<file path="src/rtl/adcseq_pkg.sv">
package adcseq_pkg;

    localparam int RES_W  = 16;
    localparam int BYTE_W = 8;
    localparam int CNT_W  = 16;
    localparam int BIT_W  = $clog2(RES_W + 1);

    typedef enum logic [2:0] {
        ST_IDLE,
        ST_CNV,
        ST_LO,
        ST_WAIT,
        ST_READ
    } seq_state_e;

    typedef struct packed {
        logic             span;
        logic [CNT_W-1:0] target;
    } run_cfg_t;

    function automatic logic [RES_W-1:0] join_bytes(input logic [BYTE_W-1:0] hi,
                                                    input logic [BYTE_W-1:0] lo);
        logic [RES_W-1:0] wide_hi;
        wide_hi = RES_W'(hi);
        return (wide_hi << BYTE_W) + RES_W'(lo);
    endfunction

    function automatic logic [BIT_W-1:0] xfer_len(input logic span);
        return span ? BIT_W'(BYTE_W) : BIT_W'(RES_W);
    endfunction

    function automatic int max3(input int a, input int b, input int c);
        int m;
        m = (a > b) ? a : b;
        return (m > c) ? m : c;
    endfunction

endpackage

</file>
<file path="src/rtl/adcseq_timer.sv">
module adcseq_timer
    import adcseq_pkg::*;
#(
    parameter int CNV_HI   = 3,
    parameter int SAFE_WIN = 40,
    parameter int CONV_T   = 60,
    parameter bit USE_BUSY = 1'b0
) (
    input  logic clk,
    input  logic rst,
    input  logic restart,
    input  logic busy_in,
    output logic pulse_done,
    output logic conv_end
);
    localparam int LIM = max3(CNV_HI, SAFE_WIN, CONV_T) + 2;
    localparam int TW  = $clog2(LIM + 1);

    logic [TW-1:0] cnt;

    always_ff @(posedge clk) begin
        if (rst) begin
            cnt <= TW'(LIM);
        end else if (restart) begin
            cnt <= '0;
        end else if (cnt != TW'(LIM)) begin
            cnt <= cnt + 1'b1;
        end
    end

    assign pulse_done = (cnt >= TW'(CNV_HI - 1));

    generate
        if (USE_BUSY) begin : g_busy_end
            logic busy_q;
            always_ff @(posedge clk) begin
                if (rst) busy_q <= 1'b0;
                else     busy_q <= busy_in;
            end
            assign conv_end = !busy_q && (cnt >= TW'(CNV_HI + 1));
        end else begin : g_timed_end
            assign conv_end = (cnt >= TW'(CONV_T - 1));
        end
    endgenerate

endmodule

</file>
<file path="src/rtl/adcseq_shift.sv">
module adcseq_shift
    import adcseq_pkg::*;
#(
    parameter int CLK_DIV = 2
) (
    input  logic             clk,
    input  logic             rst,
    input  logic             go,
    input  logic [BIT_W-1:0] nbits,
    input  logic             sdo,
    output logic             sck,
    output logic             done,
    output logic [RES_W-1:0] data
);
    localparam int DIV_W = (CLK_DIV > 1) ? $clog2(CLK_DIV) : 1;

    logic             active;
    logic [DIV_W-1:0] div;
    logic [BIT_W-1:0] bits;
    logic [BIT_W-1:0] nbits_q;

    always_ff @(posedge clk) begin
        if (rst) begin
            active  <= 1'b0;
            div     <= '0;
            bits    <= '0;
            nbits_q <= '0;
            sck     <= 1'b0;
            done    <= 1'b0;
            data    <= '0;
        end else begin
            done <= 1'b0;
            if (go) begin
                active  <= 1'b1;
                div     <= '0;
                bits    <= '0;
                nbits_q <= nbits;
                sck     <= 1'b0;
                data    <= '0;
            end else if (active) begin
                if (div == DIV_W'(CLK_DIV - 1)) begin
                    div <= '0;
                    if (!sck) begin
                        sck  <= 1'b1;
                        data <= {data[RES_W-2:0], sdo};
                        bits <= bits + 1'b1;
                    end else begin
                        sck <= 1'b0;
                        if (bits == nbits_q) begin
                            active <= 1'b0;
                            done   <= 1'b1;
                        end
                    end
                end else begin
                    div <= div + 1'b1;
                end
            end
        end
    end

endmodule

</file>
<file path="src/rtl/adcseq_top.sv">
module adcseq_top
    import adcseq_pkg::*;
#(
    parameter int CLK_DIV  = 2,
    parameter int CNV_HI   = 3,
    parameter int SAFE_WIN = 40,
    parameter int CONV_T   = 60,
    parameter bit USE_BUSY = 1'b0
) (
    input  logic             clk,
    input  logic             rst,
    input  logic             start,
    input  logic             span_mode,
    input  logic [CNT_W-1:0] num_conv,
    input  logic             adc_busy,
    input  logic             adc_sdo,
    output logic             adc_cnv,
    output logic             adc_sck,
    output logic [RES_W-1:0] result,
    output logic             result_valid,
    output logic             done
);
    seq_state_e        state;
    run_cfg_t          cfg;
    logic [CNT_W-1:0]  res_cnt;
    logic [BYTE_W-1:0] hi_q;
    logic              have_hi;

    logic              restart;
    logic              pulse_done;
    logic              conv_end;
    logic              sh_go;
    logic [BIT_W-1:0]  sh_bits;
    logic              sh_done;
    logic [RES_W-1:0]  sh_data;
    logic              last_word;

    assign last_word = ((res_cnt + 1'b1) == cfg.target);

    adcseq_timer #(
        .CNV_HI  (CNV_HI),
        .SAFE_WIN(SAFE_WIN),
        .CONV_T  (CONV_T),
        .USE_BUSY(USE_BUSY)
    ) u_timer (
        .clk       (clk),
        .rst       (rst),
        .restart   (restart),
        .busy_in   (adc_busy),
        .pulse_done(pulse_done),
        .conv_end  (conv_end)
    );

    adcseq_shift #(
        .CLK_DIV(CLK_DIV)
    ) u_shift (
        .clk  (clk),
        .rst  (rst),
        .go   (sh_go),
        .nbits(sh_bits),
        .sdo  (adc_sdo),
        .sck  (adc_sck),
        .done (sh_done),
        .data (sh_data)
    );

    always_comb begin
        restart = 1'b0;
        sh_go   = 1'b0;
        sh_bits = xfer_len(1'b1);
        unique case (state)
            ST_IDLE: restart = start && (num_conv != '0);
            ST_CNV:  sh_go   = pulse_done && cfg.span && have_hi;
            ST_WAIT: begin
                sh_go   = conv_end && (res_cnt != cfg.target);
                sh_bits = xfer_len(cfg.span);
            end
            ST_READ: restart = sh_done && (cfg.span || !last_word);
            default: ;
        endcase
    end

    always_ff @(posedge clk) begin
        if (rst) begin
            state        <= ST_IDLE;
            cfg          <= '0;
            res_cnt      <= '0;
            hi_q         <= '0;
            have_hi      <= 1'b0;
            adc_cnv      <= 1'b0;
            result       <= '0;
            result_valid <= 1'b0;
            done         <= 1'b0;
        end else begin
            result_valid <= 1'b0;
            done         <= 1'b0;
            unique case (state)
                ST_IDLE: begin
                    if (start) begin
                        if (num_conv == '0) begin
                            done <= 1'b1;
                        end else begin
                            cfg     <= '{span: span_mode, target: num_conv};
                            res_cnt <= '0;
                            have_hi <= 1'b0;
                            adc_cnv <= 1'b1;
                            state   <= ST_CNV;
                        end
                    end
                end
                ST_CNV: begin
                    if (pulse_done) begin
                        adc_cnv <= 1'b0;
                        state   <= sh_go ? ST_LO : ST_WAIT;
                    end
                end
                ST_LO: begin
                    if (sh_done) begin
                        result       <= join_bytes(hi_q, sh_data[BYTE_W-1:0]);
                        result_valid <= 1'b1;
                        res_cnt      <= res_cnt + 1'b1;
                        state        <= ST_WAIT;
                    end
                end
                ST_WAIT: begin
                    if (conv_end) begin
                        if (res_cnt == cfg.target) begin
                            done  <= 1'b1;
                            state <= ST_IDLE;
                        end else begin
                            state <= ST_READ;
                        end
                    end
                end
                ST_READ: begin
                    if (sh_done) begin
                        if (cfg.span) begin
                            hi_q    <= sh_data[BYTE_W-1:0];
                            have_hi <= 1'b1;
                            adc_cnv <= 1'b1;
                            state   <= ST_CNV;
                        end else begin
                            result       <= sh_data;
                            result_valid <= 1'b1;
                            res_cnt      <= res_cnt + 1'b1;
                            if (last_word) begin
                                done  <= 1'b1;
                                state <= ST_IDLE;
                            end else begin
                                adc_cnv <= 1'b1;
                                state   <= ST_CNV;
                            end
                        end
                    end
                end
                default: state <= ST_IDLE;
            endcase
        end
    end

endmodule

</file>
<file path="config.mk">
export PLATFORM = sky130hd
export DESIGN_NAME = adcseq_top
export DESIGN_NICKNAME = d
export VERILOG_FILES = /design/src/rtl/adcseq_pkg.sv /design/src/rtl/adcseq_timer.sv /design/src/rtl/adcseq_shift.sv /design/src/rtl/adcseq_top.sv
export SDC_FILE = /design/constraint.sdc
export NUM_CORES = 1
export LEC_CHECK = 0
export CORE_MARGIN = 2
export CORE_UTILIZATION = 39
export CTS_BUF_LIST = sky130_fd_sc_hd__clkbuf_16
export DETAILED_ROUTE_END_ITERATION = 10
export GPL_TIMING_DRIVEN = 0
export PLACE_DENSITY = 0.65
export SYNTH_ARGS = -nofsm -noshare
export SYNTH_HDL_FRONTEND = slang
export SYNTH_SLANG_ARGS = --single-unit
</file>
<file path="constraint.sdc">
create_clock -name clk -period 2.8 [get_ports clk]
set_clock_uncertainty 0.2 [all_clocks]
set_input_delay 0.7 -clock clk [delete_from_list [all_inputs] [get_ports clk]]
set_output_delay 0.7 -clock clk [all_outputs]
set_load 0.05 [all_outputs]
</file>
# Word level (Yosys, flattened, before mapping)

Index checks and enable logic that the tools add are counted.
W data, S select, Z words.

Add/sub/neg operators: 5
Multipliers: 0
Divide/modulo/power cells: 0
Order comparisons: 2
Equal/unequal tests: 18
Shift-type cells: 0
Multiplexer cells: 59
Bitwise logic cells: 4
Reductions and logical operators: 27

Operators with widths:

| operator                | number |
|---|---|
| $mux W16                | 8 |
| $pmux W16 S3            | 1 |
| $eq A16 B16 Y1          | 2 |
| $pmux W16 S2            | 1 |
| $mux W1                 | 31 |
| $mux W3                 | 7 |
| $reduce_and A6 Y1       | 3 |
| $add A16 B1 Y16 const B | 1 |
| $add A16 B8 Y16         | 1 |
| $logic_not A16 Y1       | 1 |
| $ne A16 B16 Y1          | 1 |
| $reduce_bool A16 Y1     | 1 |
| $pmux W3 S5             | 1 |
| $mux W6                 | 2 |
| $ne A2 B2 Y1 const B    | 6 |
| $mux W5                 | 2 |
| $reduce_and A3 Y1       | 3 |
| $pmux W1 S2             | 4 |
| $add A6 B1 Y6 const B   | 1 |
| $eq A3 B2 Y1 const B    | 2 |
| $ge A6 B2 Y1 const B    | 1 |
| $ge A6 B6 Y1 const B    | 1 |
| $ne A6 B6 Y1 const B    | 1 |
| $pmux W1 S3             | 2 |
| 19 further kinds        | 31 |

Register bits after elaboration: 100
Latch bits: 0
Bits in writable memories: 0
ROM bits: 0
Bits of input ports: 22
Output and inout bits: 20
Word-level logic and storage cells: 134
Memories: 0

# Logic depth before layout (Yosys ltp)

Gate-level depths: netlist of run 1.

Depth after elaboration: 7
Mapped depth: 10
Depth with buffers taken out: 8

# Hierarchy

Synthesis of run 1 repeated with hierarchy kept, for this count alone.

Cells, all modules: 561
Area total of the unflattened synthesis: 4867.2 µm²

By module, submodules not included:

| module       | instances | cells an instance | area each (µm²) | sequential area each (µm²) |
|---|---|---|---|---|
| adcseq_top   | 1         | 388               | 3339.5          | 1281.2 |
| adcseq_shift | 1         | 133               | 1179.9          | 600.6 |
| adcseq_timer | 1         | 40                | 347.8           | 120.1 |

# Worst setup path before layout of run 1

Ideal clock, no wire load.

Path type: reg2reg
Start point: register res_cnt[0]
End point: register u_timer.cnt[5]
Setup time: 0.115 ns
Data arrival time: 2.291 ns
Data required time: 2.485 ns
Slack: 0.194 ns
Cell stages (with the launch flop): 9
Path buffers: 0
Clock period less this slack: 2.606 ns
Cell sequence: dfxtp_1 > ha_1 > nand3_4 > nor3_2 > mux2_2 > a311oi_2 > nor4_4 > o21a_4 > a31o_1

Word-level cells in the longest chain between the ends: 7
Elaborated cells between the ends (all ways): 8
Those cells by class: add/sub (1); eq/ne (1); mux (2); reduce/logical (4)

RTL lines:

| what                                          | RTL line           | text |
|---|---|---|
| from (decl)                                   | adcseq_top.sv:25   | `logic [CNT_W-1:0] res_cnt;` |
| from (signal assigned)                        | adcseq_top.sv:121  | `res_cnt <= res_cnt + 1'b1;` |
| from (signal assigned)                        | adcseq_top.sv:145  | `res_cnt <= res_cnt + 1'b1;` |
| $add A16 B1 Y16 *                             | adcseq_top.sv:38   | `assign last_word = ((res_cnt + 1'b1) == cfg.target);` |
| $eq A16 B16 Y1 *                              | adcseq_top.sv:38   |  |
| $logic_not A1 Y1 *                            | adcseq_top.sv:78   | `ST_READ: restart = sh_done && (cfg.span \|\| !last_word);` |
| $logic_or A1 B1 Y1 *                          | adcseq_top.sv:78   |  |
| $logic_and A1 B1 Y1 *                         | adcseq_top.sv:78   |  |
| $pmux W1 S2 *                                 | adcseq_top.sv:71   | `unique case (state)` |
| $mux W6 or $reduce_bool A2 Y1 (tied branches) | n/a                |  |
| to (signal assigned)                          | adcseq_timer.sv:23 | `cnt <= TW'(LIM);` |
| to (signal assigned)                          | adcseq_timer.sv:27 | `cnt <= cnt + 1'b1;` |
| to (decl)                                     | adcseq_timer.sv:19 | `logic [TW-1:0] cnt;` |

Every way passes the cells marked *; elsewhere a longest branch is shown, timed or not.
A chain may end at the register's enable or synchronous reset.

# Worst setup path after layout of run 1

Start point: input num_conv[15]
End point: register res_cnt[0]

Word-level cells in the longest chain between the ends: 3

RTL lines:

| what                        | RTL line          | text |
|---|---|---|
| from (decl)                 | adcseq_top.sv:14  | `input logic [CNT_W-1:0] num_conv,` |
| $logic_not A16 Y1           | adcseq_top.sv:100 | `if (num_conv == '0) begin` |
| $ne A2 B2 Y1 (no line)      | n/a               |  |
| $reduce_and A6 Y1 (no line) | n/a               |  |

No other way between the ends.

==> impl_metrics.ini, run 1 <==
[route]
num_vias = 4006
drt_pass1_iterations = 4
drc_errors = 0
wl_mm = 11.3
viasPerCell = 5.36
wl_per_cell_microns = 15.1
drtIter0Drc = 185
drtAntennaViolNets = 0

[sta]
post-route-period-util = 0.963
report.final.slew_viol_count = 0
tns_ns = 0
period_needed_ns = 2.70
final_hold_viol_count = 0
hold-worst-slack_ns = 0.251
max_freq_ghz = 0.371
finalSetupViolations = 0
rsz0062_at_grt = yes
slew_headroom = 0.501
tightest_slew_ns = 0.748

[grt]
grt_use_total = 0.184
use_met3 = 0.0377
grt_max_degree = 18
grt_use_met2 = 0.305
use_met1 = 0.241
grt_pass1_wl_mm = 19.1
grt_pass1_vias = 3909
busiest_layer = met2
grt_overflow = 0
antenna_found_initial = 0

[flow_run]
maxCapViolCount = 0

[hold_path]
min_delay_path_depth = 2
hold_path.class = reg -> reg

[cells_and_area]
final_core_util = 0.482
layout_common_cells = dfxtp_1 (95), nor2_1 (76), nand2_1 (59)
diodes = 0
fillers = 1099
layout_commonest_cell = dfxtp_1
nets = 622
areaGrowthSynthToFinish_pct = 22.2
final_cells = 747
drive_gt1_frac = 0.103

[critical_path]
cp.depth = 9
critPathCaptureType = flip-flop
cp_max_fo = 10
critPathLaunchType = input port
critPathKind = in -> reg
worstPathArrival_ns = 2.72
slowest_stage = clkdlybuf4s50_1
cp_slowest_stage_delay_ns = 0.46
r2r_cells = 8
required_ns = 2.83
crit_family = buffers and inverters
cp_num_buf_inv = 3
critical_path.cell_chain = clkdlybuf4s50_1, nor4_1, nand4_1, buf_4, a311o_1, and4b_4, buf_4, xnor2_1, nor2_1
path_common_cell = buf_4

[clock_network]
cts_tree = built
ctsRootBufferMaster = clkbuf_16
cts_buffers = 9
hold_buffers = 0
clk-insertion-delay-late_ns = 0.34
cts_max_path_buffers = 2
clkTransAtPathRegs_ns = 0.07
cts_sinks = 97
cts_htree_levels = 3

[synthesis]
avgSynthCellArea_sq_um = 8.65
synth_edf_count = 0
synth_area_sq_um = 4680
ys_ff_latch = 97
ys.flop_type = dfxtp_1
async_reset_ff_frac = 0
ys_types = 61
synth_nets = 568
ys_warn_count = 0
syn_inst = 541
yosysSeqAreaShare = 0.415

[die]
core_sq_um = 11900
die_w_microns = 114
ios = 42
num_rows = 40
die_h_microns = 114
initial_core_util = 0.395
die_area_sq_um = 12900

[power_and_ir_drop]
cellPowerDensity_nw_per_um2 = 567
irDropWorstVdd_uv = 365
fin_total_pwr_mw = 3.24
leakagePower_nw = 2.10

[status]
status = completed

[placement]
gp_congestion = 0.854
portBuffers = 40
dp_hpwl_mm = 8.17
place_inst = 728
-- repair_timing --
item,in CTS,in global routing
endpoints found under the setup margin,55,42
pin swaps,2,9
gates cloned,0,0
buffers inserted,3,4
gates resized for setup,12,20
-- stage by stage --
step | setup slack, ns | instance area [sq um]
floorplan | 0.194 | 4680
global placement | -0.623 | 5260
detailed placement | -0.686 | 5260
CTS | 0.0177 | 5620
global route | -0.0337 | 5720
finish | 0.103 | 5720
-- kinds of logic (layout without fill, tap and decap cells) --
group / Yosys count / in the layout / share of synthesized area
compound gates: 81 / 81 / 0.115
xor+xnor: 42 / 42 / 0.0786
fa+ha+maj: 5 / 5 / 0.0134
buf+inv: 44 / 103 / 0.0380
flops: 97 / 97 / 0.415
mux: 46 / 46 / 0.0989
simple gates: 226 / 226 / 0.241
-- flip-flops by register name (all words and copies together) (netlist names) --
register / cells
cfg: 17
res_cnt: 16
result: 16
u_shift.data: 16
hi_q: 8
u_timer.cnt: 6
u_shift.bits: 5
state: 3
u_shift.nbits_q: 2
adc_cnv: 1
done: 1
have_hi: 1
result_valid: 1
u_shift.active: 1
u_shift.div: 1
u_shift.done: 1
u_shift.sck: 1
-- synth_stat cells (3+ instances only) --
master	number	area share
a211oi_1	10	0.016
a21o_1	5	0.0080
a21oi_1	37	0.040
a31oi_1	3	0.0040
and2_1	3	0.0040
and3_1	4	0.0053
buf_2	7	0.0075
clkbuf_1	25	0.020
dfxtp_1	97	0.41
ha_1	5	0.013
inv_1	10	0.0080
mux2i_1	44	0.094
nand2_1	59	0.047
nand2b_1	9	0.012
nand3_1	13	0.014
nand3b_1	4	0.0064
nand4_1	13	0.017
nor2_1	76	0.061
nor2b_1	3	0.0040
nor3_1	9	0.0096
nor3b_1	4	0.0064
nor4_1	9	0.012
o21ai_0	7	0.0075
or3_1	3	0.0040
xnor2_1	18	0.034
xor2_1	24	0.045
-- layout make-up --
cell class	instances	area [sq um]	share of cell area
Buffer	30	134	0.0234
Clock inverter	7	56.3	0.00984
Timing Repair Buffer	47	453	0.0792
Multi-Input combinational cell	400	2680	0.469
Inverter	10	37.5	0.00656
Tap cell	147	184	0.0322
Clock buffer	9	225	0.0394
Sequential cell	97	1950	0.340
-- power by group --
group | total (mW) | leakage (nW) | switching, mW | internal (mW)
clock network | 1.17 | 0.141 | 0.558 | 0.614
logic | 0.554 | 1.17 | 0.299 | 0.255
registers | 1.52 | 0.787 | 0.0752 | 1.44
total | 3.24 | 2.10 | 0.932 | 2.31
-- path summary, 6_finish.rpt --
path                                              start                           to  slack [ns]
worst max-delay path                       num_conv[15]      res_cnt[0]$_SDFFE_PP0P_        0.10
worst min-delay path               have_hi$_SDFFE_PP0P_         have_hi$_SDFFE_PP0P_        0.25
worst max register to register  res_cnt[1]$_SDFFE_PP0P_  u_timer.cnt[0]$_SDFFE_PP0N_        0.14
worst min register to register     have_hi$_SDFFE_PP0P_         have_hi$_SDFFE_PP0P_        0.25
-- metal layers --
metal  up-vias  share of wire
li1       1985              -
met1      1921           0.47
met2        85           0.48
met3        15          0.034
met4         0          0.018
met5         -              0
-- worst register-to-register path: stages, from the launching register on --
cell and delay, ns:
dfxtp_2 0.39, ha_4 0.18, nand3_4 0.13, or3_4 0.41, a2111oi_4 0.35, o2111ai_2 0.19
nor4_4 0.35, o21a_4 0.24, nor3b_2 0.15
Note: power is estimated with default switching activity, not from simulation.
==> inputs of run 2 (changes only) <==
- CORE_ASPECT_RATIO: default -> 2
==> impl_metrics.ini, run 2 (synthesis gave the netlist of run 1 again) <==
[status]
status = completed

[clock_network]
clkTransAtPathRegs_ns = 0.07
hold_buffers = 0
clk-insertion-delay-late_ns = 0.34
ctsRootBufferMaster = clkbuf_16
cts_buffers = 9
cts_htree_levels = 3
cts_sinks = 97
cts_max_path_buffers = 2
cts_tree = built

[placement]
portBuffers = 40
place_area_sq_um = 5260
dp_hpwl_mm = 9.19
gp_congestion = 0.891

[route]
drt_pass1_iterations = 5
drtAntennaViolNets = 0
num_vias = 4026
drtIter0Drc = 107
wl_mm = 12.5
drc_errors = 0
wl_per_cell_microns = 16.7
viasPerCell = 5.38

[power_and_ir_drop]
irDropWorstVdd_uv = 371
cellPowerDensity_nw_per_um2 = 560
leakagePower_nw = 2.15
fin_total_pwr_mw = 3.25

[sta]
finalSetupViolations = 0
rsz0062_at_grt = yes
report.final.slew_viol_count = 0
slew_headroom = 0.478
period_needed_ns = 2.71
max_freq_ghz = 0.369
post-route-period-util = 0.967
tightest_slew_ns = 0.783
final_hold_viol_count = 0

[critical_path]
critPathKind = reg -> reg
critPathLaunchType = flip-flop
r2r_setup_slack_ns = 0.09
worstPathArrival_ns = 2.78
critPathCaptureType = flip-flop
required_ns = 2.87
cp_max_fo = 7

[die]
die_area_sq_um = 12900
die_w_microns = 81.5
ios = 42
initial_core_util = 0.400
core_sq_um = 11700
die_h_microns = 159
num_rows = 56

[cells_and_area]
design_area_sq_um = 5790
largest_register_ffs = 17
top_register = cfg
fillers = 1137
drive_gt1_frac = 0.111
nets = 625
diodes = 0
layout_common_cells = dfxtp_1 (95), nor2_1 (76), nand2_1 (59)
areaGrowthSynthToFinish_pct = 23.8
layout_commonest_cell = dfxtp_1

[grt]
grt_pass1_wl_mm = 19.6
grt_max_degree = 17
grt_use_total = 0.198
antenna_found_initial = 0
grt_pass1_vias = 4108
grt_overflow = 0

[hold_path]
hold_path.class = reg -> reg

[flow_run]
maxCapViolCount = 0
[run 2: changes by cell type in the layout (fill, tap and decap cells not counted), sizes merged]
cell and change:
clkdlybuf4s50 -6, dlymetal6s2s +6, clkbuf +2, inv -2
and4b +1, clkinv +1, clkinvlp +1
[run 2: what timing repair did]
| action | CTS | global route |
|---|---|---|
| gates resized for setup | 22 | 22 |
| pin swaps | 5 | 15 |
| setup buffers | 4 | 5 |
| cloned | 0 | 1 |
| setup endpoints to repair | 56 | 49 |
[run 2: final timing paths]
check | startpoint | to | cells past startpoint
worst min register to register | have_hi$_SDFFE_PP0P_ | have_hi$_SDFFE_PP0P_ | 2
worst min-delay path | have_hi$_SDFFE_PP0P_ | have_hi$_SDFFE_PP0P_ | 2
worst max register to register | res_cnt[0]$_SDFFE_PP0P_ | u_timer.cnt[0]$_SDFFE_PP0N_ | 8
worst max-delay path | res_cnt[0]$_SDFFE_PP0P_ | u_timer.cnt[0]$_SDFFE_PP0N_ | 8
[run 2: area by class of cell]
cell class	count	area [sq um]	share of cell area
multi-input combinational	401	2720	0.470
sequential	97	1950	0.336
tap	145	181	0.0313
timing repair buffer	49	487	0.0840
clock inverter	7	48.8	0.00842
buffer	30	143	0.0246
inverter	10	37.5	0.00648
clock buffer	9	225	0.0389
[run 2: report_power, final]
part	total [mW]	switching, mW	internal [mW]
Combinational	0.598	0.329	0.269
Sequential	1.51	0.0724	1.44
Clock	1.14	0.536	0.600
[run 2: critical path: stages (launching register included)]
cell and delay [ns]:
dfxtp_4 0.38, ha_4 0.17, nand3_4 0.14, or3_4 0.37, a2111oi_4 0.46, o2111ai_2 0.20, nor4_4 0.28, o21a_4 0.24
nor3b_4 0.18
[run 2: metrics by stage]
stage / std cells / hold WS, ns / util / TNS, ns / setup slack [ns]
2_1_floorplan: 541 / 0.221 / - / 0 / 0.194
3_3_place_gp: 726 / 0.230 / 0.450 / -24.55 / -0.892
3_5_place_dp: 726 / 0.241 / 0.450 / -26.13 / -0.927
4_1_cts: 745 / 0.250 / 0.484 / 0 / 0.0154
5_1_grt: 748 / 0.275 / 0.495 / -0.0639 / -0.0321
6_report: 748 / 0.245 / 0.495 / 0 / 0.0921
[run 2: metal layers]
metal / routed length (microns) / vias up / global-route usage / part of all wire
met4: 598 / 0 / 0.133 / 0.048
met5: 0 / - / 0 / 0
met1: 4600 / 1912 / 0.191 / 0.37
met2: 6950 / 85 / 0.362 / 0.56
li1: - / 1992 / - / -
met3: 309 / 37 / 0.0335 / 0.025
==> inputs of run 3 (changes only) <==
- SETUP_SLACK_MARGIN: default -> 0.05
==> impl_metrics.ini, run 3 (synthesis gave the netlist of run 1 again) <==
[status]
status = completed

[route]
drt_pass1_iterations = 4
drc_errors = 0
drtIter0Drc = 149
wl_mm = 12.5
num_vias = 4052
viasPerCell = 5.33
drtAntennaViolNets = 0
wl_per_cell_microns = 16.5

[sta]
slew_headroom = 0.503
tns_ns = 0
post-route-period-util = 0.966
final_hold_viol_count = 0
hold-worst-slack_ns = 0.245
finalSetupViolations = 0
fin_ws_ns = 0.0962
tightest_slew_ns = 0.745
report.final.slew_viol_count = 0
max_freq_ghz = 0.370
rsz0062_at_grt = yes
period_needed_ns = 2.70

[clock_network]
cts_sinks = 97
ctsRootBufferMaster = clkbuf_16
cts_htree_levels = 3
hold_buffers = 0
clk-insertion-delay-late_ns = 0.35
cts_max_path_buffers = 2
clkTransAtPathRegs_ns = 0.07
cts_buffers = 9
cts_tree = built

[critical_path]
r2r_cells = 8
cp_slowest_stage_delay_ns = 0.45
critical_path.cell_chain = ha_4, nand3_4, or3_4, a2111oi_4, o2111ai_2, nor4_4, o21a_4, nor3b_2
cp_max_fo = 7
worstPathArrival_ns = 2.78
critPathCaptureType = flip-flop
required_ns = 2.87
slowest_stage = a2111oi_4
critPathLaunchType = flip-flop
critPathKind = reg -> reg

[die]
ios = 42
initial_core_util = 0.400
die_w_microns = 81.5
num_rows = 56
die_h_microns = 159
die_area_sq_um = 12900
core_sq_um = 11700

[placement]
gp_congestion = 0.891
place_inst = 726
dp_hpwl_mm = 9.19
pre_cts_ws_ns = -0.927
portBuffers = 40
place_area_sq_um = 5260

[cells_and_area]
diodes = 0
layout_common_cells = dfxtp_1 (95), nor2_1 (76), nand2_1 (59)
final_cells = 760
design_area_sq_um = 5920
layout_commonest_cell = dfxtp_1
areaGrowthSynthToFinish_pct = 26.5
final_core_util = 0.506
nets = 637
top_register = cfg
drive_gt1_frac = 0.128
largest_register_ffs = 17

[grt]
grt_use_total = 0.199
antenna_found_initial = 0
grt_pass1_vias = 4100
grt_pass1_wl_mm = 19.7
grt_overflow = 0
grt_max_degree = 17

[hold_path]
hold_path.class = reg -> reg
min_delay_path_depth = 2

[power_and_ir_drop]
leakagePower_nw = 2.30
cellPowerDensity_nw_per_um2 = 550
irDropWorstVdd_uv = 371
fin_total_pwr_mw = 3.26

[flow_run]
maxCapViolCount = 0
==> run 3: report_power, final <==
group,switching [mW],internal (mW),leakage [nW]
clock,0.541,0.600,0.130
sequential,0.0714,1.44,0.788
combinational,0.326,0.278,1.38
==> run 3: path summary, 6_finish.rpt <==
kind / start / slack (ns) / endpoint
worst min register to register: have_hi$_SDFFE_PP0P_ / 0.25 / have_hi$_SDFFE_PP0P_
worst min-delay path: have_hi$_SDFFE_PP0P_ / 0.25 / have_hi$_SDFFE_PP0P_
worst max register to register: res_cnt[1]$_SDFFE_PP0P_ / 0.1 / u_timer.cnt[0]$_SDFFE_PP0N_
worst max-delay path: res_cnt[1]$_SDFFE_PP0P_ / 0.1 / u_timer.cnt[0]$_SDFFE_PP0N_
==> run 3: final cells by class <==
cell class              instances  area [sq um]
repair buffers                 61           588
fillers                      1129          5780
flip-flops and latches         97          1950
clock buffers                   9           225
multi-input cells             400          2740
well taps                     145           181
clock inverters                 7          48.8
inverters                      10          37.5
plain buffers                  31           150
==> run 3: per-layer routing <==
layer / routed length [microns] / global-route usage / share of wire / vias up
met5: 0 / 0 / 0 / -
met4: 602 / 0.124 / 0.048 / 0
met3: 326 / 0.0330 / 0.026 / 38
met2: 7040 / 0.367 / 0.56 / 90
met1: 4570 / 0.193 / 0.36 / 1909
li1: - / - / - / 2015
==> run 3: repair_timing <==
action	CTS	global route
gates cloned	0	0
gates resized for setup	24	31
pin swaps	6	16
setup endpoints to repair	63	52
buffers inserted	9	12
==> run 3: critical path: cells and delay by family, from the launching register on <==
family,cells,cell delay (ns)
AO/OA/AOI/OAI,3,0.89
adder cells (fa/ha/maj),1,0.17
flip-flops,1,0.39
AND/OR/NAND/NOR,4,0.99
